**config.mk**
```make
export PLATFORM = sky130hd
export DESIGN_NAME = lvl_irq_unit
export DESIGN_NICKNAME = d
export VERILOG_FILES = /design/src/rtl/lvl_irq_pkg.sv /design/src/rtl/lvl_irq_sync.sv /design/src/rtl/lvl_irq_regs.sv /design/src/rtl/lvl_irq_flag.sv /design/src/rtl/lvl_irq_unit.sv
export SDC_FILE = /design/constraint.sdc
export NUM_CORES = 1
export LEC_CHECK = 0
export BUFFER_PORTS_ARGS = -buffer_cell sky130_fd_sc_hd__buf_2
export CAP_MARGIN = 10
export CELL_PAD_IN_SITES_DETAIL_PLACEMENT = 1
export CELL_PAD_IN_SITES_GLOBAL_PLACEMENT = 2
export CORE_ASPECT_RATIO = 1.2
export CORE_MARGIN = 5
export CORE_UTILIZATION = 30
export CTS_CLUSTER_SIZE = 40
export DETAILED_ROUTE_END_ITERATION = 6
export HOLD_SLACK_MARGIN = 0.05
export PLACE_DENSITY_LB_ADDON = 0.3
export SYNTH_ARGS = -nofsm -noshare
export SYNTH_HDL_FRONTEND = slang
export SYNTH_HIERARCHICAL = 1
export SYNTH_SLANG_ARGS = --single-unit
```
**constraint.sdc**
```tcl
create_clock -name clk -period 4 [get_ports clk]
set_input_delay 1 -clock clk [delete_from_list [all_inputs] [get_ports clk]]
set_output_delay 1 -clock clk [all_outputs]
set_load 0.005 [all_outputs]
```
**src/rtl/lvl_irq_pkg.sv**
```systemverilog
// Package: shared constants and types for the level-sensitive interrupt flag unit.
// Assumes the pin count never exceeds the register data width.
package lvl_irq_pkg;

    // Default geometry of the unit
    localparam int unsigned PIN_COUNT      = 8;
    localparam int unsigned REG_ADDR_W     = 8;
    localparam int unsigned REG_DATA_W     = 8;
    localparam int unsigned SYNC_STAGES    = 2;

    // Default register placement
    localparam logic [7:0] DEF_ENABLE_ADDR = 8'h36;
    localparam logic [7:0] DEF_FLAG_ADDR   = 8'h37;

    // Bit position of the shared flag inside its register
    localparam int unsigned FLAG_BIT       = 0;

    // Decoded register selection
    typedef enum logic [1:0] {
        SEL_NONE   = 2'd0,
        SEL_ENABLE = 2'd1,
        SEL_FLAG   = 2'd2
    } reg_sel_e;

endpackage

```
**src/rtl/lvl_irq_sync.sv**
```systemverilog
// Module: lvl_irq_sync
// Brings a vector of asynchronous pins into the clock domain through a
// chain of STAGES flops per bit. Resets every stage to RESET_VAL so that
// inactive (high) pins do not look active after reset.
// Assumes STAGES >= 2.
module lvl_irq_sync #(
    parameter int unsigned WIDTH     = 8,
    parameter int unsigned STAGES    = 2,
    parameter logic        RESET_VAL = 1'b1
) (
    input  logic             clk,
    input  logic             rst_n,
    input  logic [WIDTH-1:0] async_in,
    output logic [WIDTH-1:0] sync_out
);

    localparam int unsigned LAST = STAGES - 1;

    for (genvar b = 0; b < WIDTH; b++) begin : g_bit
        logic [STAGES-1:0] chain_q;

        // Shift the pin level one stage deeper each clock.
        always_ff @(posedge clk) begin
            if (!rst_n) begin
                chain_q <= {STAGES{RESET_VAL}};
            end else begin
                chain_q <= {chain_q[STAGES-2:0], async_in[b]};
            end
        end

        // The last stage is the synchronized pin level.
        assign sync_out[b] = chain_q[LAST];
    end

endmodule

```
**src/rtl/lvl_irq_regs.sv**
```systemverilog
// Module: lvl_irq_regs
// Register port of the unit: decodes the address, holds the per-pin enable
// register, produces a one-cycle clear request for the flag and drives the
// read data. Unused read bits are driven 0.
// Assumes NUM_PINS <= DATA_W and ENABLE_ADDR != FLAG_ADDR.
module lvl_irq_regs
    import lvl_irq_pkg::*;
#(
    parameter int unsigned        NUM_PINS    = PIN_COUNT,
    parameter int unsigned        ADDR_W      = REG_ADDR_W,
    parameter int unsigned        DATA_W      = REG_DATA_W,
    parameter logic [ADDR_W-1:0]  ENABLE_ADDR = ADDR_W'(DEF_ENABLE_ADDR),
    parameter logic [ADDR_W-1:0]  FLAG_ADDR   = ADDR_W'(DEF_FLAG_ADDR)
) (
    input  logic                clk,
    input  logic                rst_n,
    input  logic [ADDR_W-1:0]   reg_addr,
    input  logic                reg_wr_en,
    input  logic [DATA_W-1:0]   reg_wdata,
    input  logic                flag_q,
    output logic [NUM_PINS-1:0] enable_q,
    output logic                flag_clr_req,
    output logic [DATA_W-1:0]   reg_rdata
);

    reg_sel_e sel;

    // Map the address onto one of the two registers.
    always_comb begin
        if (reg_addr == ENABLE_ADDR) begin
            sel = SEL_ENABLE;
        end else if (reg_addr == FLAG_ADDR) begin
            sel = SEL_FLAG;
        end else begin
            sel = SEL_NONE;
        end
    end

    // Hold the per-pin enable bits written by software.
    always_ff @(posedge clk) begin
        if (!rst_n) begin
            enable_q <= '0;
        end else if (reg_wr_en && (sel == SEL_ENABLE)) begin
            enable_q <= reg_wdata[NUM_PINS-1:0];
        end
    end

    // Only a zero in the flag bit of a flag write asks for a clear.
    always_comb begin
        flag_clr_req = reg_wr_en && (sel == SEL_FLAG) && !reg_wdata[FLAG_BIT];
    end

    // Return the selected register, with unused bits at zero.
    always_comb begin
        reg_rdata = '0;
        case (sel)
            SEL_ENABLE: reg_rdata[NUM_PINS-1:0] = enable_q;
            SEL_FLAG:   reg_rdata[FLAG_BIT]     = flag_q;
            default:    reg_rdata = '0;
        endcase
    end

endmodule

```
**src/rtl/lvl_irq_flag.sv**
```systemverilog
// Module: lvl_irq_flag
// Level detector and sticky shared flag. Any synchronized low pin whose
// enable bit is set makes the flag 1. A clear request drops it only when
// no set condition is present in the same cycle.
// Assumes pin_sync is already in the clock domain.
module lvl_irq_flag #(
    parameter int unsigned NUM_PINS = 8
) (
    input  logic                clk,
    input  logic                rst_n,
    input  logic [NUM_PINS-1:0] pin_sync,
    input  logic [NUM_PINS-1:0] enable_q,
    input  logic                flag_clr_req,
    output logic                flag_q
);

    logic [NUM_PINS-1:0] hit_vec;
    logic                set_hit;

    // Qualify each active-low pin with its enable bit.
    always_comb begin
        hit_vec = ~pin_sync & enable_q;
        set_hit = |hit_vec;
    end

    // Sticky flag: set has priority over the software clear.
    always_ff @(posedge clk) begin
        if (!rst_n) begin
            flag_q <= 1'b0;
        end else if (set_hit) begin
            flag_q <= 1'b1;
        end else if (flag_clr_req) begin
            flag_q <= 1'b0;
        end
    end

endmodule

```
**src/rtl/lvl_irq_unit.sv**
```systemverilog
// Module: lvl_irq_unit (top)
// Eight active-low interrupt pins, each enabled by its own bit, feed one
// sticky request flag that drives the processor request line directly.
// Assumes the register port inputs are synchronous to clk.
module lvl_irq_unit
    import lvl_irq_pkg::*;
#(
    parameter int unsigned        NUM_PINS    = PIN_COUNT,
    parameter int unsigned        ADDR_W      = REG_ADDR_W,
    parameter int unsigned        DATA_W      = REG_DATA_W,
    parameter int unsigned        SYNC_DEPTH  = SYNC_STAGES,
    parameter logic [ADDR_W-1:0]  ENABLE_ADDR = ADDR_W'(DEF_ENABLE_ADDR),
    parameter logic [ADDR_W-1:0]  FLAG_ADDR   = ADDR_W'(DEF_FLAG_ADDR)
) (
    input  logic                clk,
    input  logic                rst_n,
    input  logic [NUM_PINS-1:0] irq_pin_n,
    input  logic [ADDR_W-1:0]   reg_addr,
    input  logic                reg_wr_en,
    input  logic [DATA_W-1:0]   reg_wdata,
    output logic [DATA_W-1:0]   reg_rdata,
    output logic                irq_req
);

    logic [NUM_PINS-1:0] pin_sync;
    logic [NUM_PINS-1:0] enable_q;
    logic                flag_clr_req;
    logic                flag_q;

    lvl_irq_sync #(
        .WIDTH     (NUM_PINS),
        .STAGES    (SYNC_DEPTH),
        .RESET_VAL (1'b1)
    ) sync_i (
        .clk      (clk),
        .rst_n    (rst_n),
        .async_in (irq_pin_n),
        .sync_out (pin_sync)
    );

    lvl_irq_regs #(
        .NUM_PINS    (NUM_PINS),
        .ADDR_W      (ADDR_W),
        .DATA_W      (DATA_W),
        .ENABLE_ADDR (ENABLE_ADDR),
        .FLAG_ADDR   (FLAG_ADDR)
    ) regs_i (
        .clk          (clk),
        .rst_n        (rst_n),
        .reg_addr     (reg_addr),
        .reg_wr_en    (reg_wr_en),
        .reg_wdata    (reg_wdata),
        .flag_q       (flag_q),
        .enable_q     (enable_q),
        .flag_clr_req (flag_clr_req),
        .reg_rdata    (reg_rdata)
    );

    lvl_irq_flag #(
        .NUM_PINS (NUM_PINS)
    ) flag_i (
        .clk          (clk),
        .rst_n        (rst_n),
        .pin_sync     (pin_sync),
        .enable_q     (enable_q),
        .flag_clr_req (flag_clr_req),
        .flag_q       (flag_q)
    );

    // The request line is the registered flag itself.
    assign irq_req = flag_q;

endmodule

```
==> qor.csv, run 1 <==
metric,value,unit
status,finished clean,
ANT cells,0,
RSZ-0062 raised after global routing,no,
total area of sequential cells,500,µm²
DR pass1 iterations,3,
clock network latency to the later pin of the worst-skew pair,260,ps
CP bufs+invs,2,
Routed Antenna Nets,0,
max_slew headroom,0.649,
pin count of the biggest net entering global routing,34,
total CTS buffers,3,
Worst path max stage delay,540,ps
vias in the first global route,741,
f_max,325,MHz
clock period minus worst slack,3080,ps
WS Path Type,in -> out,
Chip Height,74.1,µm
initial antenna violation count,0,
Syn Area/Cell,9.52,µm²
final-report max-slew violation count,0,
Avg WL per Cell,11.2,µm
routed vias,729,
clk slew on worst S/H paths,80,ps
Resized cells post-CTS,0,
IO Port Bufs,35,
"critical path, cell by cell",buf_2 -> nand4bb_1 -> or4b_1 -> nor2_1 -> buf_2,
Placement Rows,23,
"Req. time, crit path",3000,ps
aggregate global routing overflow,0,
DP HPWL,1.52,mm
"Hold Violations, Final",0,
fraction of layout cells with a size suffix above 1,0.289,
Static Leak,0.579,nW
CTS max path bufs,2,
CTS tree,built,
sequential area share after synthesis,0.487,
"flops & latches, synth",25,
cell count along the critical path,5,
slowest CP cell,or4b_1,
Boundary Pins,36,
total negative slack,0,ps
total setup buffers inserted after CTS,0,
multi-input combinational cell area,418,µm²
Initial DRC Count,10,
crit-path most repeated cell,buf_2,
Worst Skew,0.731,ps
max cap viols,0,
GRT Total Usage,0.0830,
Vias/cell,4.24,
CP top delay family,simple AND/OR/NAND/NOR gates,
VDD IR max,0.184,mV
CP Capture Type,output port,
crit path max fanout,3,
FILL cells,413,
"Setup violations, final",0,
Hold Crit Depth,1,
first-pass GRT wire length,3.17,mm
Worst setup SP type,primary input,
clk sink count,25,
Initial Util,0.308,
worst hold path type,reg -> reg,
# DRC,0,
Post-Syn Area,0.00103,mm²
gpl congestion,0.692,
clk root buf,clkbuf_8,
cell count after synthesis,108,
die extent in x,63.5,µm
Reg2Reg Depth,3,
H-Tree Depth,1,
Least-Margin Pin Slew,526,ps
hold buffer count at CTS,0,
Final nets,163,
Tot Pwr,0.000426,W
Yosys warnings,6,
Netlist cell types,20,
core area,0.00334,mm²
WP data arrival,2080,ps
DIE AREA,0.00470,mm²
WL final,1.93,mm
Tcrit/Tclk final,0.770,
Synth-to-Final Area Change,17.8,%
Synthesized Nets,135,
Pwr Density,352,mW/mm²
## through the flow
step | cell area [µm²] | hold WS (ps) | util | cells | worst slack (ps)
4_1_cts | 1210 | 414 | 0.363 | 172 | 908
5_1_grt | 1210 | 434 | 0.363 | 172 | 849
3_5_place_dp | 1170 | 394 | 0.349 | 168 | 911
2_1_floorplan | 1030 | 385 | - | 108 | 1160
3_3_place_gp | 1170 | 392 | 0.349 | 168 | 944
6_report | 1210 | 409 | 0.363 | 172 | 921
## area by class of cell
cell class	count	share of cell area
Clock buffer	4	0.0372
Inverter	7	0.0217
Timing Repair Buffer	35	0.145
Multi-Input combinational cell	64	0.345
Sequential cell	25	0.413
Tap cell	37	0.0382
## kinds of logic after synthesis
logic type | share of synthesized area
AO/OA/AOI/OAI | 0.0316
multiplexers | 0.0876
AND/OR/NAND/NOR | 0.287
flip-flops | 0.487
buffers and inverters | 0.107
## routing by layer
layer  share of wire  global-route usage  routed length, µm
met5               0                   0                  0
met4          0.0083              0.0323                 16
met1            0.43              0.0907                837
met3           0.075              0.0302                144
met2            0.48               0.147                928
## cell usage after synthesis
cell / instances / share of area
dfxtp_1: 25 / 0.49
nand2_1: 17 / 0.062
nand2b_1: 15 / 0.091
mux2i_1: 9 / 0.088
buf_4: 8 / 0.058
and2_1: 7 / 0.043
inv_1: 7 / 0.026
or2b_1: 5 / 0.037
clkbuf_1: 2 / 0.0073
nand4bb_1: 2 / 0.022
nor2_1: 2 / 0.0073
buf_2: 1 / 0.0049
buf_6: 1 / 0.011
nor3_2: 1 / 0.0097
o2111ai_1: 1 / 0.0085
o221ai_1: 1 / 0.0085
o22ai_1: 1 / 0.0061
o31a_1: 1 / 0.0085
or3_1: 1 / 0.0061
or4b_1: 1 / 0.0097
## placed cells by master (no fill, tap or decap)
| cell type | netlist | routed |
|---|---|---|
| buf_2 | 1 | 35 |
| dfxtp_1 | 25 | 25 |
| nand2_1 | 17 | 17 |
| nand2b_1 | 15 | 15 |
| mux2i_1 | 9 | 9 |
| inv_1 | 7 | 7 |
| and2_1 | 7 | 7 |
| or2b_1 | 5 | 5 |
| clkbuf_8 | 0 | 3 |
| nand4bb_1 | 2 | 2 |
| nor2_1 | 2 | 2 |
| clkbuf_1 | 2 | 1 |
| o22ai_1 | 1 | 1 |
| o221ai_1 | 1 | 1 |
| o2111ai_1 | 1 | 1 |
| o31a_1 | 1 | 1 |
| or4b_1 | 1 | 1 |
| nor3_2 | 1 | 1 |
| or3_1 | 1 | 1 |
## registers in the layout (all words and copies together) (netlist names)
register              count
sync_i/g_bit.chain_q     16
regs_i/enable_q           8
flag_i/flag_q             1
## final timing paths
check / startpoint / to / slack [ps]
setup / recovery: reg_addr[6] / reg_rdata[0] / 920
hold / removal: sync_i/g_bit[1].chain_q[0]$_SDFF_PN1_ / sync_i/g_bit[1].chain_q[1]$_SDFF_PN1_ / 410
setup reg to reg: regs_i/enable_q[0]$_SDFFE_PN0P_ / flag_i/flag_q$_SDFFE_PN0P_ / 3100
hold reg to reg: sync_i/g_bit[1].chain_q[0]$_SDFF_PN1_ / sync_i/g_bit[1].chain_q[1]$_SDFF_PN1_ / 410
## report_power, final
part | switching, W | internal (W) | total, W
clock network | 0.0000702 | 0.0000710 | 0.000141
registers | 0.00000149 | 0.000256 | 0.000258
logic | 0.0000114 | 0.0000158 | 0.0000273
Power figures use the tool's default switching activity.
==> inputs of run 2 (changes only) <==
--- a/config.mk
+++ b/config.mk
@@ -11,7 +11,7 @@
 export CELL_PAD_IN_SITES_GLOBAL_PLACEMENT = 2
 export CORE_ASPECT_RATIO = 1.2
 export CORE_MARGIN = 5
-export CORE_UTILIZATION = 30
+export CORE_UTILIZATION = 28
 export CTS_CLUSTER_SIZE = 40
 export DETAILED_ROUTE_END_ITERATION = 6
 export HOLD_SLACK_MARGIN = 0.05
==> constraint.sdc (replaced) <==
create_clock -name clk -period 2.85 [get_ports clk]
set_input_delay 0.7125 -clock clk [delete_from_list [all_inputs] [get_ports clk]]
set_output_delay 0.7125 -clock clk [all_outputs]
set_load 0.005 [all_outputs]
==> qor.csv, run 2 (synthesized netlist as in run 1, its figures left out) <==
metric,value,unit,change
GRT Total Usage,0.0833,,was 0.0830
slowest CP cell,or4b_1,,unchanged
Final nets,163,,unchanged
Worst setup SP type,primary input,,unchanged
Place WS,351,ps,was 911 ps
Initial Util,0.285,,was 0.308
"Hold Violations, Final",0,,unchanged
first-pass GRT wire length,3.34,mm,was 3.17 mm
Placement Rows,24,,was 23
max cap viols,0,,unchanged
"Req. time, crit path",2140,ps,was 3000 ps
worst hold path type,reg -> reg,,unchanged
"crit path setup slack, layout",360,ps,was 921 ps
ANT cells,0,,unchanged
sw frac,0.219,,was 0.195
Synth-to-Final Area Change,18.5,%,was 17.8%
total negative slack,0,ps,unchanged
Worst Skew,1.85,ps,was 0.731 ps
# DRC,0,,unchanged
Resized cells post-CTS,0,,unchanged
Static Leak,0.583,nW,was 0.579 nW
WP data arrival,1780,ps,was 2080 ps
aggregate global routing overflow,0,,unchanged
CP bufs+invs,2,,unchanged
DR pass1 iterations,2,,was 3
internal power,0.000484,W,was 0.000343 W
"Setup violations, final",0,,unchanged
core area,0.00360,mm²,was 0.00334 mm²
Top Registers,"sync_i/g_bit.chain_q (16), regs_i/enable_q (8), flag_i/flag_q (1)",,unchanged
CTS max path bufs,2,,unchanged
max reg flops,16,,unchanged
clock network power share,0.354,,was 0.331
crit-path most repeated cell,buf_2,,unchanged
initial antenna violation count,0,,unchanged
Vias/cell,4.17,,was 4.24
WS Path Type,in -> out,,unchanged
sequential power share,0.584,,was 0.605
Avg WL per Cell,11.4,µm,was 11.2 µm
most flop-heavy register,sync_i/g_bit.chain_q,,unchanged
clk root buf,clkbuf_8,,unchanged
IO Port Bufs,35,,unchanged
clk slew on worst S/H paths,90,ps,was 80 ps
final-report max-slew violation count,0,,unchanged
routed vias,725,,was 729
Least-Margin Pin Slew,520,ps,was 526 ps
f_max,402,MHz,
clock network latency to the later pin of the worst-skew pair,270,ps,was 260 ps
hold buffer count at CTS,0,,unchanged
vias in the first global route,792,,was 741
gpl congestion,0.667,,was 0.692
Boundary Pins,36,,unchanged
clk sink count,25,,unchanged
CTS tree,built,,unchanged
Logic pwr share,0.062,,was 0.064
CP Capture Type,output port,,unchanged
P_sw,0.000135,W,was 0.0000831 W
Pwr Density,508,mW/mm²,was 352 mW/mm²
Routed Antenna Nets,0,,unchanged
most frequent cells in the layout,"buf_2 (35), dfxtp_1 (25), nand2_1 (17), nand2b_1 (15), mux2i_1 (9)",,unchanged
WL final,1.98,mm,was 1.93 mm
die extent in x,65.3,µm,was 63.5 µm
pin count of the biggest net entering global routing,34,,unchanged
Tcrit/Tclk final,0.874,,
status,finished clean,,unchanged
VDD IR max,0.184,mV,about the same
RSZ-0062 raised after global routing,no,,unchanged
"critical path, cell by cell",buf_2 -> nand4bb_1 -> or4b_1 -> nor2_1 -> buf_2,,unchanged
CP top delay family,simple AND/OR/NAND/NOR gates,,unchanged
max_slew headroom,0.653,,was 0.649
total setup buffers inserted after CTS,0,,unchanged
H-Tree Depth,1,,unchanged
DP HPWL,1.54,mm,was 1.52 mm
crit path max fanout,3,,unchanged
DIE AREA,0.00499,mm²,was 0.00470 mm²
Worst path max stage delay,530,ps,was 540 ps
Initial DRC Count,21,,was 10
fraction of layout cells with a size suffix above 1,0.296,,was 0.289
"commonest non-fill, non-tap cell in the layout",buf_2,,unchanged
FILL cells,448,,was 413
total CTS buffers,3,,unchanged
Chip Height,76.4,µm,was 74.1 µm
clock period minus worst slack,2490,ps,
-- run 2: power groups by stage --
stage               registers [W]  clock network (W)   logic, W
finish                   0.000362           0.000219  0.0000385
global route             0.000363           0.000246  0.0000443
global placement         0.000370                  0  0.0000378
detailed placement       0.000370                  0  0.0000394
floorplan                0.000370                  0  0.0000240
CTS                      0.000362           0.000233  0.0000395
-- run 2: path summary, 6_finish.rpt --
path                                    startpoint                               endpoint  slack, ps  depth (start not counted)
max                                    reg_addr[6]                           reg_rdata[0]        360                          5
min          sync_i/g_bit[4].chain_q[0]$_SDFF_PN1_  sync_i/g_bit[4].chain_q[1]$_SDFF_PN1_        410                          1
max reg2reg        regs_i/enable_q[0]$_SDFFE_PN0P_             flag_i/flag_q$_SDFFE_PN0P_       1970                          3
min reg2reg  sync_i/g_bit[4].chain_q[0]$_SDFF_PN1_  sync_i/g_bit[4].chain_q[1]$_SDFF_PN1_        410                          1
-- run 2: layout make-up --
class                   instances  area (µm²)  share of cell area
flip-flops and latches         25         500               0.411
multi-input cells              64         418               0.343
repair buffers                 35         175               0.144
well taps                      39        48.8              0.0400
clock buffers                   3        41.3              0.0339
inverters                       7        26.3              0.0216
clock inverters                 1        8.76             0.00719
-- run 2: per-stage QoR --
step                      power (W)  instance area, µm²  std cells  hold WS (ps)  utilization
after floorplan            0.000393                1030        108           385            -
after detailed placement   0.000410                1170        170           394        0.324
after global routing       0.000654                1220        174           431        0.338
after CTS                  0.000634                1220        174           417        0.338
after global placement     0.000408                1170        170           393        0.324
final                      0.000620                1220        174           413        0.338
-- run 2: metal layers --
metal	track usage	vias to the layer above	share of wire
met2	0.142	21	0.48
li1	-	385	-
met3	0.0206	0	0.056
met5	0	-	0
met4	0.0311	0	0
met1	0.0988	319	0.46
-- run 2: worst register-to-register path, stage by stage, from the launching register on --
cell	delay (ps)
dfxtp_1	330
nand2b_1	70
o221ai_1	100
o31a_1	280
==> inputs of run 3 (changes only) <==
--- a/config.mk
+++ b/config.mk
@@ -15,7 +15,7 @@
 export CTS_CLUSTER_SIZE = 40
 export DETAILED_ROUTE_END_ITERATION = 6
 export HOLD_SLACK_MARGIN = 0.05
-export PLACE_DENSITY_LB_ADDON = 0.3
+export PLACE_DENSITY_LB_ADDON = 0.1
 export SYNTH_ARGS = -nofsm -noshare
 export SYNTH_HDL_FRONTEND = slang
 export SYNTH_HIERARCHICAL = 1
==> qor.csv, run 3 (synthesized netlist as in run 1, its figures left out) <==
metric,value,unit,change
status,finished clean,,unchanged
Chip Height,76.4,µm,unchanged
internal power,0.000481,W,was 0.000484 W
pin count of the biggest net entering global routing,34,,unchanged
# DRC,0,,unchanged
first-pass GRT wire length,3.24,mm,was 3.34 mm
Boundary Pins,36,,unchanged
slowest CP cell,or4b_1,,unchanged
Least-Margin Pin Slew,536,ps,was 520 ps
Tcrit/Tclk final,0.881,,was 0.874
Resized cells post-CTS,0,,unchanged
initial antenna violation count,0,,unchanged
Routed Antenna Nets,0,,unchanged
worst hold path startpoint,sync_i/g_bit[5].chain_q[0]$_SDFF_PN1_,,was sync_i/g_bit[4].chain_q[0]$_SDFF_PN1_
CP bufs+invs,2,,unchanged
Worst setup SP type,primary input,,unchanged
"Req. time, crit path",2140,ps,about the same
clk sink count,25,,unchanged
final-report max-slew violation count,0,,unchanged
Final nets,163,,unchanged
sequential power share,0.603,,was 0.584
most flop-heavy register,sync_i/g_bit.chain_q,,unchanged
total negative slack,0,ps,unchanged
ANT cells,0,,unchanged
clock network power share,0.332,,was 0.354
H-Tree Depth,1,,unchanged
worst hold path type,reg -> reg,,unchanged
P_sw,0.000118,W,was 0.000135 W
CP Capture Type,output port,,unchanged
routed length on met3,121,µm,was 111 µm
Initial Util,0.285,,unchanged
FILL cells,448,,unchanged
routed vias,737,,was 725
Reg2Reg Depth,3,,unchanged
DR pass1 iterations,4,,was 2
RSZ-0062 raised after global routing,no,,unchanged
sw frac,0.197,,was 0.219
Highest Signal Layer,met4,,was met3
max reg flops,16,,unchanged
"Hold Violations, Final",0,,unchanged
Synth-to-Final Area Change,18.0,%,was 18.5%
total setup buffers inserted after CTS,0,,unchanged
Hold Worst Slack,409,ps,was 413 ps
crit path max fanout,3,,unchanged
"Setup violations, final",0,,unchanged
gpl congestion,0.667,,about the same
r2r endpoint,flag_i/flag_q$_SDFFE_PN0P_,,unchanged
Logic pwr share,0.065,,was 0.062
CTS max path bufs,2,,unchanged
clk root buf,clkbuf_8,,unchanged
WP data arrival,1800,ps,was 1780 ps
hold buffer count at CTS,0,,unchanged
DIE AREA,0.00499,mm²,unchanged
Avg WL per Cell,11.6,µm,was 11.4 µm
CP top delay family,simple AND/OR/NAND/NOR gates,,unchanged
f_max,398,MHz,was 402 MHz
"commonest non-fill, non-tap cell in the layout",buf_2,,unchanged
Placement Rows,24,,unchanged
Initial DRC Count,34,,was 21
clock period minus worst slack,2510,ps,was 2490 ps
Met2 Wirelength,961,µm,was 949 µm
Metal-1 WL,906,µm,was 922 µm
clk slew on worst S/H paths,80,ps,was 90 ps
clock network latency to the later pin of the worst-skew pair,260,ps,was 270 ps
max cap viols,0,,unchanged
Reg-to-Reg Start,regs_i/enable_q[0]$_SDFFE_PN0P_,,unchanged
"critical path, cell by cell",buf_2 -> nand4bb_1 -> or4b_1 -> nor2_1 -> buf_2,,unchanged
IO Port Bufs,35,,unchanged
Worst Hold End,sync_i/g_bit[5].chain_q[1]$_SDFF_PN1_,,was sync_i/g_bit[4].chain_q[1]$_SDFF_PN1_
core area,0.00360,mm²,unchanged
aggregate global routing overflow,0,,unchanged
fin util,0.337,,was 0.338
vias in the first global route,722,,was 792
die extent in x,65.3,µm,unchanged
VDD IR max,0.228,mV,was 0.184 mV
R2R Setup Slk,1950,ps,was 1970 ps
Worst Skew,1.30,ps,was 1.85 ps
CTS tree,built,,unchanged
total CTS buffers,3,,unchanged
DP HPWL,1.54,mm,about the same
Hold Crit Depth,1,,unchanged
max_slew headroom,0.643,,was 0.653
Pwr Density,494,mW/mm²,was 508 mW/mm²
WS Path Type,in -> out,,unchanged
Worst path max stage delay,550,ps,was 530 ps
WL final,2.01,mm,was 1.98 mm
GRT Total Usage,0.0827,,was 0.0833
most frequent cells in the layout,"buf_2 (35), dfxtp_1 (25), nand2_1 (17), nand2b_1 (15), mux2i_1 (9)",,unchanged
Vias/cell,4.24,,was 4.17
crit-path most repeated cell,buf_2,,unchanged
Top Registers,"sync_i/g_bit.chain_q (16), regs_i/enable_q (8), flag_i/flag_q (1)",,unchanged
fraction of layout cells with a size suffix above 1,0.289,,was 0.296
Static Leak,0.579,nW,was 0.583 nW
-- run 3: cell types whose count changed in the layout (fill, tap and decap cells not counted) --
cell | before | now
clkbuf_1 | 0 | 1
inv_6 | 1 | 0
-- run 3: area by class of cell --
class,instances,area [µm²],area share
tap,39,48.8,0.0402
multi-input combinational,64,418,0.344
sequential,25,500,0.412
timing repair buffer,35,175,0.144
inverter,7,26.3,0.0216
clock buffer,4,45.0,0.0371
-- run 3: worst max path at each step --
stage | endpoint | cells after the start | start | slack [ps]
CTS | reg_rdata[0] | 5 | reg_addr[6] | 330
finish | reg_rdata[0] | 5 | reg_addr[6] | 340
detailed placement | reg_rdata[0] | 5 | reg_addr[6] | 330
global placement | reg_rdata[0] | 5 | reg_addr[6] | 360
floorplan | reg_rdata[0] | 3 | reg_addr[6] | 590
global route | reg_rdata[0] | 5 | reg_addr[6] | 270
-- run 3: routing by layer --
layer | track usage | vias up
met5 | 0 | -
met4 | 0.0436 | 0
met3 | 0.0192 | 2
met2 | 0.128 | 20
met1 | 0.105 | 327
li1 | - | 388
-- run 3: worst register-to-register path: cells and delay by family, from the launching register on --
kind             cells  cell delay (ps)
flip-flops           1              330
AO/OA/AOI/OAI        2              380
AND/OR/NAND/NOR      1               80
-- run 3: power groups by stage --
stage / Combinational [W] / Clock, W / Sequential, W
finish: 0.0000387 / 0.000199 / 0.000361
global route: 0.0000441 / 0.000224 / 0.000363
CTS: 0.0000399 / 0.000212 / 0.000362
detailed placement: 0.0000398 / 0 / 0.000370
global placement: 0.0000380 / 0 / 0.000370
floorplan: 0.0000240 / 0 / 0.000370
-- run 3: stage by stage --
| stage | cell area (µm²) | worst slack [ps] | total power [W] | std cells |
|---|---|---|---|---|
| 3_3_place_gp | 1170 | 360 | 0.000408 | 170 |
| 5_1_grt | 1210 | 265 | 0.000631 | 174 |
| 6_report | 1210 | 338 | 0.000599 | 174 |
| 4_1_cts | 1210 | 326 | 0.000614 | 174 |
| 3_5_place_dp | 1170 | 329 | 0.000410 | 170 |
| 2_1_floorplan | 1030 | 585 | 0.000393 | 108 |
